$ cat config.mk
export PLATFORM = sky130hd
export DESIGN_NAME = aal5_trailer_check
export DESIGN_NICKNAME = d
export VERILOG_FILES = /design/src/rtl/aal5_trailer_check.sv
export SDC_FILE = /design/constraint.sdc
export NUM_CORES = 1
export LEC_CHECK = 0
export CAP_MARGIN = 20
export CORE_MARGIN = 3
export CORE_UTILIZATION = 65
export CTS_BUF_LIST = sky130_fd_sc_hd__clkbuf_4
export CTS_CLUSTER_DIAMETER = 80
export DETAILED_ROUTE_END_ITERATION = 7
export GPL_TIMING_DRIVEN = 1
export PLACE_DENSITY_LB_ADDON = 0.3
export SLEW_MARGIN = 15
export SYNTH_ARGS = -nofsm -noshare
export SYNTH_HDL_FRONTEND = slang
export SYNTH_SLANG_ARGS = --single-unit
$ cat constraint.sdc
create_clock -name clk -period 5.09 [get_ports clk]
set_input_delay 1.018 -clock clk [delete_from_list [all_inputs] [get_ports clk]]
set_output_delay 1.018 -clock clk [all_outputs]
set_load 0.02 [all_outputs]
$ cat src/rtl/aal5_trailer_check.sv
module aal5_trailer_check #(
  parameter int          CELL_BYTES = 48,
  parameter int          TRL_BYTES  = 8,
  parameter int          CNT_W      = 16,
  parameter logic [31:0] CRC_POLY   = 32'h04C1_1DB7,
  parameter logic [31:0] CRC_GOOD   = 32'hC704_DD7B
) (
  input  logic        clk,
  input  logic        rst_n,
  input  logic        in_valid,
  input  logic        in_first,
  input  logic [7:0]  in_data,
  input  logic        in_clp,
  input  logic [2:0]  in_pti,
  output logic        st_valid,
  output logic        st_clp,
  output logic        st_cng,
  output logic        st_abort,
  output logic        st_uu_nz,
  output logic        st_len_err,
  output logic        st_crc_err,
  output logic [15:0] st_len
);

  localparam int IDX_W   = $clog2(CELL_BYTES);
  localparam int TRL_AT  = CELL_BYTES - TRL_BYTES;
  localparam int PAD_MAX = CELL_BYTES - 1;
  localparam int EXT_W   = (CNT_W > 16 ? CNT_W : 16) + 8;
  localparam logic [IDX_W-1:0] LAST_IDX = IDX_W'(CELL_BYTES - 1);
  localparam logic [IDX_W-1:0] UU_IDX   = IDX_W'(TRL_AT);
  localparam logic [IDX_W-1:0] CPI_IDX  = IDX_W'(TRL_AT + 1);
  localparam logic [IDX_W-1:0] LHI_IDX  = IDX_W'(TRL_AT + 2);
  localparam logic [IDX_W-1:0] LLO_IDX  = IDX_W'(TRL_AT + 3);

  function automatic logic [31:0] crc_step(input logic [31:0] c, input logic [7:0] d);
    logic [31:0] r;
    r = c;
    for (int i = 7; i >= 0; i--)
      r = {r[30:0], 1'b0} ^ ((r[31] ^ d[i]) ? CRC_POLY : 32'h0);
    return r;
  endfunction

  logic [IDX_W-1:0] idx, pos;
  logic             hdr_mgmt, hdr_last, hdr_cng;
  logic             acc_clp;
  logic [31:0]      crc, crc_fin;
  logic [CNT_W-1:0] total, total_fin;
  logic [7:0]       uu_b, cpi_b, len_hi, len_lo;

  logic cur_mgmt, cur_last, cur_cng, take, at_end, clp_now, abort_now, len_bad;
  logic [15:0]      len_val;
  logic [EXT_W-1:0] tot_ext, need_min, need_max;

  assign pos       = in_first ? '0 : idx;
  assign cur_mgmt  = in_first ? in_pti[2] : hdr_mgmt;
  assign cur_last  = in_first ? (in_pti[0] & ~in_pti[2]) : hdr_last;
  assign cur_cng   = in_first ? in_pti[1] : hdr_cng;
  assign take      = in_valid && !cur_mgmt;
  assign at_end    = take && cur_last && (pos == LAST_IDX);
  assign crc_fin   = crc_step(crc, in_data);
  assign clp_now   = acc_clp | (take & in_first & in_clp);
  assign total_fin = (total == '1) ? total : total + 1'b1;
  assign len_val   = {len_hi, len_lo};
  assign abort_now = (len_val == 16'h0);
  assign tot_ext   = EXT_W'(total_fin);
  assign need_min  = EXT_W'(len_val) + EXT_W'(TRL_BYTES);
  assign need_max  = need_min + EXT_W'(PAD_MAX);
  assign len_bad   = (tot_ext < need_min) || (tot_ext > need_max);

  always_ff @(posedge clk) begin
    if (!rst_n) begin
      idx        <= '0;
      hdr_mgmt   <= 1'b0;
      hdr_last   <= 1'b0;
      hdr_cng    <= 1'b0;
      acc_clp    <= 1'b0;
      crc        <= '1;
      total      <= '0;
      uu_b       <= '0;
      cpi_b      <= '0;
      len_hi     <= '0;
      len_lo     <= '0;
      st_valid   <= 1'b0;
      st_clp     <= 1'b0;
      st_cng     <= 1'b0;
      st_abort   <= 1'b0;
      st_uu_nz   <= 1'b0;
      st_len_err <= 1'b0;
      st_crc_err <= 1'b0;
      st_len     <= '0;
    end else begin
      st_valid <= 1'b0;
      if (in_valid) begin
        idx <= (pos == LAST_IDX) ? '0 : pos + 1'b1;
        if (in_first) begin
          hdr_mgmt <= in_pti[2];
          hdr_last <= in_pti[0] & ~in_pti[2];
          hdr_cng  <= in_pti[1];
        end
      end
      if (at_end) begin
        st_valid   <= 1'b1;
        st_clp     <= clp_now;
        st_cng     <= cur_cng;
        st_abort   <= abort_now;
        st_uu_nz   <= (uu_b != 8'h0) || (cpi_b != 8'h0);
        st_len     <= len_val;
        st_len_err <= !abort_now && len_bad;
        st_crc_err <= !abort_now && (crc_fin != CRC_GOOD);
        crc        <= '1;
        total      <= '0;
        acc_clp    <= 1'b0;
      end else if (take) begin
        crc     <= crc_fin;
        total   <= total_fin;
        acc_clp <= clp_now;
        if (cur_last) begin
          if (pos == UU_IDX)  uu_b   <= in_data;
          if (pos == CPI_IDX) cpi_b  <= in_data;
          if (pos == LHI_IDX) len_hi <= in_data;
          if (pos == LLO_IDX) len_lo <= in_data;
        end
      end
    end
  end

  assert_single_strobe_R1: assert property (@(posedge clk) disable iff (!rst_n)
    st_valid |=> !st_valid);

  assert_strobe_follows_byte_R1: assert property (@(posedge clk) disable iff (!rst_n)
    st_valid |-> $past(in_valid));

  assert_idx_in_cell_R1: assert property (@(posedge clk) disable iff (!rst_n)
    idx <= LAST_IDX);

  assert_abort_masks_R4: assert property (@(posedge clk) disable iff (!rst_n)
    (st_valid && st_abort) |-> (!st_len_err && !st_crc_err));

  assert_mgmt_silent_R9: assert property (@(posedge clk) disable iff (!rst_n)
    (in_valid && !in_first && hdr_mgmt) |=> !st_valid);

endmodule

==> run metrics, run 1 <==
postcts setup bufs=0; grt ovf=0; clk buf depth=2; drt total wl=17400 um; TritonCTS buffer count=17; crit-path max FO=11; placed cell area=7560 um^2; Setup crit end kind=register; Slew @ Worst Pin=0.887 ns; syn_area_per_cell=8.42 um^2; Synth area leader=dfxtp_1; routed length per placed instance=17.3 um; synth unique cells=65; synthesis-stage register bit count=113; Slew HR=40.4%; first-pass GRT wire length=29200 um; Vias=6218; H-tree depth=4; post-synth design cell area=7160 um^2; final count of pins violating max slew=0; Horiz. Die Dim=111 um; Die Span Y=111 um; drt drc=0; Placer Congestion=0.966; FFs w/ async S/R, synth=0%; I/O pin count=39; dpl hpwl=12800 um; antenna violations before repair=0; f_max=238 MHz; ys flop type=dfxtp_1; Startpoint Class=register; EDFF count, synth=0; hold path startpoint=st_len[12]; die area=12300 um^2; RSZ-0062 raised after global routing=no; required time of the critical path=5.53 ns; final period utilization=82.4%; r2r startpoint=total[0]; Core Footprint=10500 um^2; Critical Path AT=4.64 ns; share of cells above drive strength 1=6.76%; Seq/Total Area, Yosys=31.6%; pwr/cell area=311 nW/um^2; commonest non-fill, non-tap cell in the layout=nand2_1; IO buf count=38; Hold Vio Cnt, Final=0; Syn. warnings=0; Pwr Total=2.43 mW; Seq. cell area=2260 um^2; nets@finish=919; Hold Crit Class=reg -> reg; status=finished, final reports clean; CTS sink cnt=113; root buf cell=clkbuf_4; fin area=7820 um^2; Initial Util=68.2%; TritonRoute pass-1 iters=5; CTS tree=done; Yosys top cell area share=31.6%; leading cell types in the layout, fill and taps excluded=nand2_1, dfxtp_1, xnor2_1, nand3_1, a21boi_0; initial drt markers=442; Clk Latency, worst-skew pair=0.56 ns; Synth Instances=851; gr usage total=28.8%; Final Critical Period=4.20 ns; top post-synthesis cells by area=dfxtp_1, xnor2_1, ha_1; crit path launch=total[0]; final hold slack=0.472 ns; diodes inserted=0; clk slew on worst S/H paths=0.10 ns; row cnt=37; Clock Skew=0.0239 ns; peak supply drop=0.262 mV; vias in the first global route=6154; antenna viol nets, final=0; Place WS=0.757 ns; setup TNS=0 ns; Pleak=2.92 nW; hold buffer count at CTS=0; R2R Setup Slk=0.89 ns; Via density=6.16; max-cap violation count=0; post-cts sizing count=0; fillers=750; worst setup margin=0.894 ns; Synth Net Count=909; CP Class=reg -> reg; area delta synth->final=9.17%; area of the multi-input gates=4650 um^2; Final setup viols=0; largest net degree at the start of global routing=48
-- critical path: stages, from the launching register on --
cell and delay, ns:
dfxtp_1 0.48, ha_1 0.28, inv_1 0.06, nor4_1 0.75, nand2_1 0.45, nand2_1 0.27
nor2_1 0.07, xor2_1 0.30, ha_1 0.31, a21o_1 0.16, a21o_1 0.17, a21oi_1 0.15
nor2b_1 0.06, o21ai_0 0.20, nor4b_1 0.28, o2bb2ai_1 0.09
-- metrics by stage --
stage / util, % / std cells
finish: 74.4 / 1009
global route: 74.4 / 1009
CTS: 74.4 / 1009
detailed placement: 72.0 / 978
global placement: 72.0 / 978
floorplan: - / 851
-- power by group --
part           switching [mW]  internal [mW]
Combinational           0.444          0.366
Sequential             0.0506          0.932
Clock                   0.354          0.284
Total                   0.850           1.58
-- state kept, by name, summed over array words and instances, names as in the netlist --
| register | flops |
|---|---|
| idx | 6 |
| st_uu_nz | 1 |
| len_hi | 8 |
| st_len_err | 1 |
| hdr_mgmt | 1 |
| uu_b | 8 |
| acc_clp | 1 |
| st_crc_err | 1 |
| len_lo | 8 |
| hdr_last | 1 |
| st_clp | 1 |
| crc | 32 |
| st_len | 16 |
| st_cng | 1 |
| total | 16 |
| st_valid | 1 |
| st_abort | 1 |
| cpi_b | 8 |
| hdr_cng | 1 |
-- cells by family after synthesis --
group / after synthesis / synth area share, %
buffers and inverters: 68 / 3.63
xor gates and xnor gates: 110 / 16.5
AOI/OAI and AO/OA: 169 / 16.5
adders and majority gates: 43 / 7.48
muxes: 7 / 0.996
DFF: 113 / 31.6
and+or+nand+nor: 341 / 23.3
-- synthesized netlist by cell type (all sizes together), types with 2 or more instances --
master	n
nand2	138
dfxtp	113
xnor2	75
nand3	53
a21boi	51
clkbuf	45
ha	42
nor2	37
xor2	33
o211ai	29
a21oi	24
o21ai	21
nand4	16
nor2b	16
inv	14
nand2b	12
nor3	11
and2	9
and3	9
buf	9
nor4	9
a21o	7
or3	7
and4	6
mux2i	6
nor3b	6
o31ai	4
a31oi	3
a41oi	3
o21a	3
a2111oi	2
a211oi	2
a311oi	2
a31o	2
a32oi	2
and3b	2
and4b	2
nand3b	2
o211a	2
o22ai	2
or4	2
xnor3	2
-- layer usage --
metal	global-route usage [%]	share of wire, %	vias up
met4	13.7	3.2	0
met2	47.5	49	235
met5	0	0	-
met1	35.7	42	2923
met3	6.22	6.3	54
li1	-	-	3006
-- final timing paths --
path	to	cells after the start
worst max-delay path	st_len_err	15
worst min-delay path	st_len[12]	2
worst max register to register	st_len_err	15
worst min register to register	st_len[12]	2
-- area by class of cell --
cell class	instances	area share (%)
flip-flops and latches	113	28.9
repair buffers	45	5.54
inverters	14	0.672
clock buffers	18	1.73
clock inverters	13	1.55
well taps	136	2.18
multi-input cells	670	59.4
Power figures use the tool's default switching activity.
==> inputs of run 2 (changes only) <==
CORE_UTILIZATION = 57   (was 65)
clock period = 3.4 ns   (was 5.09 ns; I/O delays follow)
==> run metrics, run 2 (same netlist as run 1, synthesis figures left out) <==
share of cells above drive strength 1=12.3% (+5.5 points); Via density=5.77 (-6.3%); commonest non-fill, non-tap cell in the layout=nand2_1; largest net degree at the start of global routing=65 (+35%); Slew HR=59.6% (+19 points); Slowest-stage cell, CP=a2111oi_0; max FFs per register=32 (unchanged); Setup crit end kind=register; Clk Latency, worst-skew pair=0.55 ns (about the same); postcts setup bufs=0 (unchanged); Critical path buffers and inverters=1 (unchanged); clk buf depth=2 (unchanged); row cnt=40 (+8.1%); Seq. cell area=2270 um^2 (+0.22%); P_int=2.42 mW (+53%); nets@finish=957 (+4.1%); cells along the critical path=ha_1 -> inv_1 -> nor4_2 -> nand2_2 -> nand4_1 -> xnor2_1 -> ha_1 -> a2111oi_0 -> a21oi_1 -> maj3_1 -> nand3_1 -> o2bb2ai_1; Die Span Y=118 um (+6.4%); drt drc=0 (unchanged); CTS tree=done; Worst path most repeated cell=ha_1; Startpoint Class=register; TritonRoute pass-1 iters=5 (unchanged); I/O pin count=39 (unchanged); Critical Path AT=3.78 ns (-0.86 ns); grt ovf=0 (unchanged); crit-path max FO=7 (-4); Worst path top cell family by delay=adder cells; IO buf count=38 (unchanged); max-cap violation count=0 (unchanged); r2r startpoint=total[1]; fillers=1021 (+36%); crit path launch=total[1]; die area=13900 um^2 (+13%); antenna viol nets, final=0 (unchanged); status=finished, final reports clean; Hold Vio Cnt, Final=0 (unchanged); dpl hpwl=13100 um (+2.1%); area of the multi-input gates=4700 um^2 (+1.1%); CTS sink cnt=113 (unchanged); Final Critical Period=3.30 ns (-0.897 ns); clock share of power=27.5% (+1.2 points); required time of the critical path=3.88 ns (-1.65 ns); Final setup viols=0 (unchanged); Reg with most FFs=crc; non-filler cells, final=1080 (+7.0%); NetSw=1.30 mW (+53%); gr usage total=25.2% (-3.5 points); pwr/cell area=451 nW/um^2 (+45%); antenna violations before repair=0 (unchanged); routed length per placed instance=16.1 um (-6.7%); f_max=303 MHz (+27%); Pleak=3.14 nW (+7.8%); Pwr Total=3.72 mW (+53%); Slew @ Worst Pin=0.601 ns (-0.286 ns); final hold slack=0.473 ns (+0.00140 ns); area delta synth->final=15.2%; final count of pins violating max slew=0 (unchanged); peak supply drop=0.408 mV (+56%); Core Footprint=12200 um^2 (+16%); CP Class=reg -> reg; drt total wl=17400 um (-0.11%); leading cell types in the layout, fill and taps excluded=nand2_1, dfxtp_1, xnor2_1, nand3_1, a21boi_0; largest registers=crc (32), st_len (16), total (16); initial drt markers=486 (+10%); Comb power frac=33.1% (-0.2 points); hold path startpoint=st_len[2]; final period utilization=97.0% (+15 points); Cells after DPL=1048 (+7.2%); Flop pwr share=39.4% (-1.0 points); Clock Skew=0.0224 ns (-0.00153 ns); clk slew on worst S/H paths=0.11 ns (about the same); TritonCTS buffer count=17 (unchanged); Largest stage delay, worst path=0.47 ns (-0.28 ns); Hold Crit Class=reg -> reg; first-pass GRT wire length=28900 um (-1.3%); Net Sw Frac=35.0% (+0.076 points); Horiz. Die Dim=118 um (+6.4%); Initial Util=58.9% (-9.3 points); worst setup margin=0.101 ns (-0.793 ns); Placer Congestion=0.954 (-1.3%); Vias=6236 (+0.29%); vias in the first global route=5924 (-3.7%); Place WS=-0.0307 ns (-0.788 ns); H-tree depth=4 (unchanged); root buf cell=clkbuf_4; diodes inserted=0 (unchanged)
## run 2: per-stage QoR
stage | TNS [ns] | instance area (um^2) | utilization (%)
after floorplan | 0 | 7160 | -
after global placement | 0 | 7910 | 65.1
after detailed placement | -0.0307 | 7910 | 65.1
after CTS | 0 | 8200 | 67.4
after global routing | -0.0524 | 8250 | 67.9
final | 0 | 8250 | 67.9
## run 2: repair_timing
item,in CTS,in global routing
hold buffers,0,0
hold endpoints to repair,0,0
resized for setup,1,12
setup endpoints to repair,1,1
## run 2: final cells by class
class	count	area share, %
Clock buffer	17	1.55
Clock inverter	15	1.90
Inverter	14	0.637
Multi-Input combinational cell	670	56.9
Sequential cell	113	27.5
Tap cell	168	2.55
Timing Repair Buffer	83	9.01
## run 2: tightest hold or removal path, stage by stage, from the launching register on
cell and delay, ns:
dfxtp_1 0.33, nand2_1 0.05, a21boi_0 0.06
## run 2: power groups by stage
| stage | clock network [mW] | registers (mW) | logic [mW] |
|---|---|---|---|
| final | 1.02 | 1.46 | 1.23 |
| after global routing | 1.11 | 1.47 | 1.35 |
| after CTS | 1.04 | 1.47 | 1.23 |
| after detailed placement | 0 | 1.49 | 1.22 |
| after global placement | 0 | 1.49 | 1.19 |
| after floorplan | 0 | 1.48 | 0.968 |
## run 2: final timing paths
kind / to / cells past startpoint / slack (ns)
min: st_len[2] / 2 / 0.47
min reg2reg: st_len[2] / 2 / 0.47
max: st_len_err / 12 / 0.10
max reg2reg: st_len_err / 12 / 0.10
## run 2: metal layers
metal  wire length, um  up-vias  track usage [%]
met5                 0        -                0
met4               418        0             9.08
met3               852       32             6.01
met2              8560      151             41.9
met1              7600     2955             32.0
li1                  -     3098                -
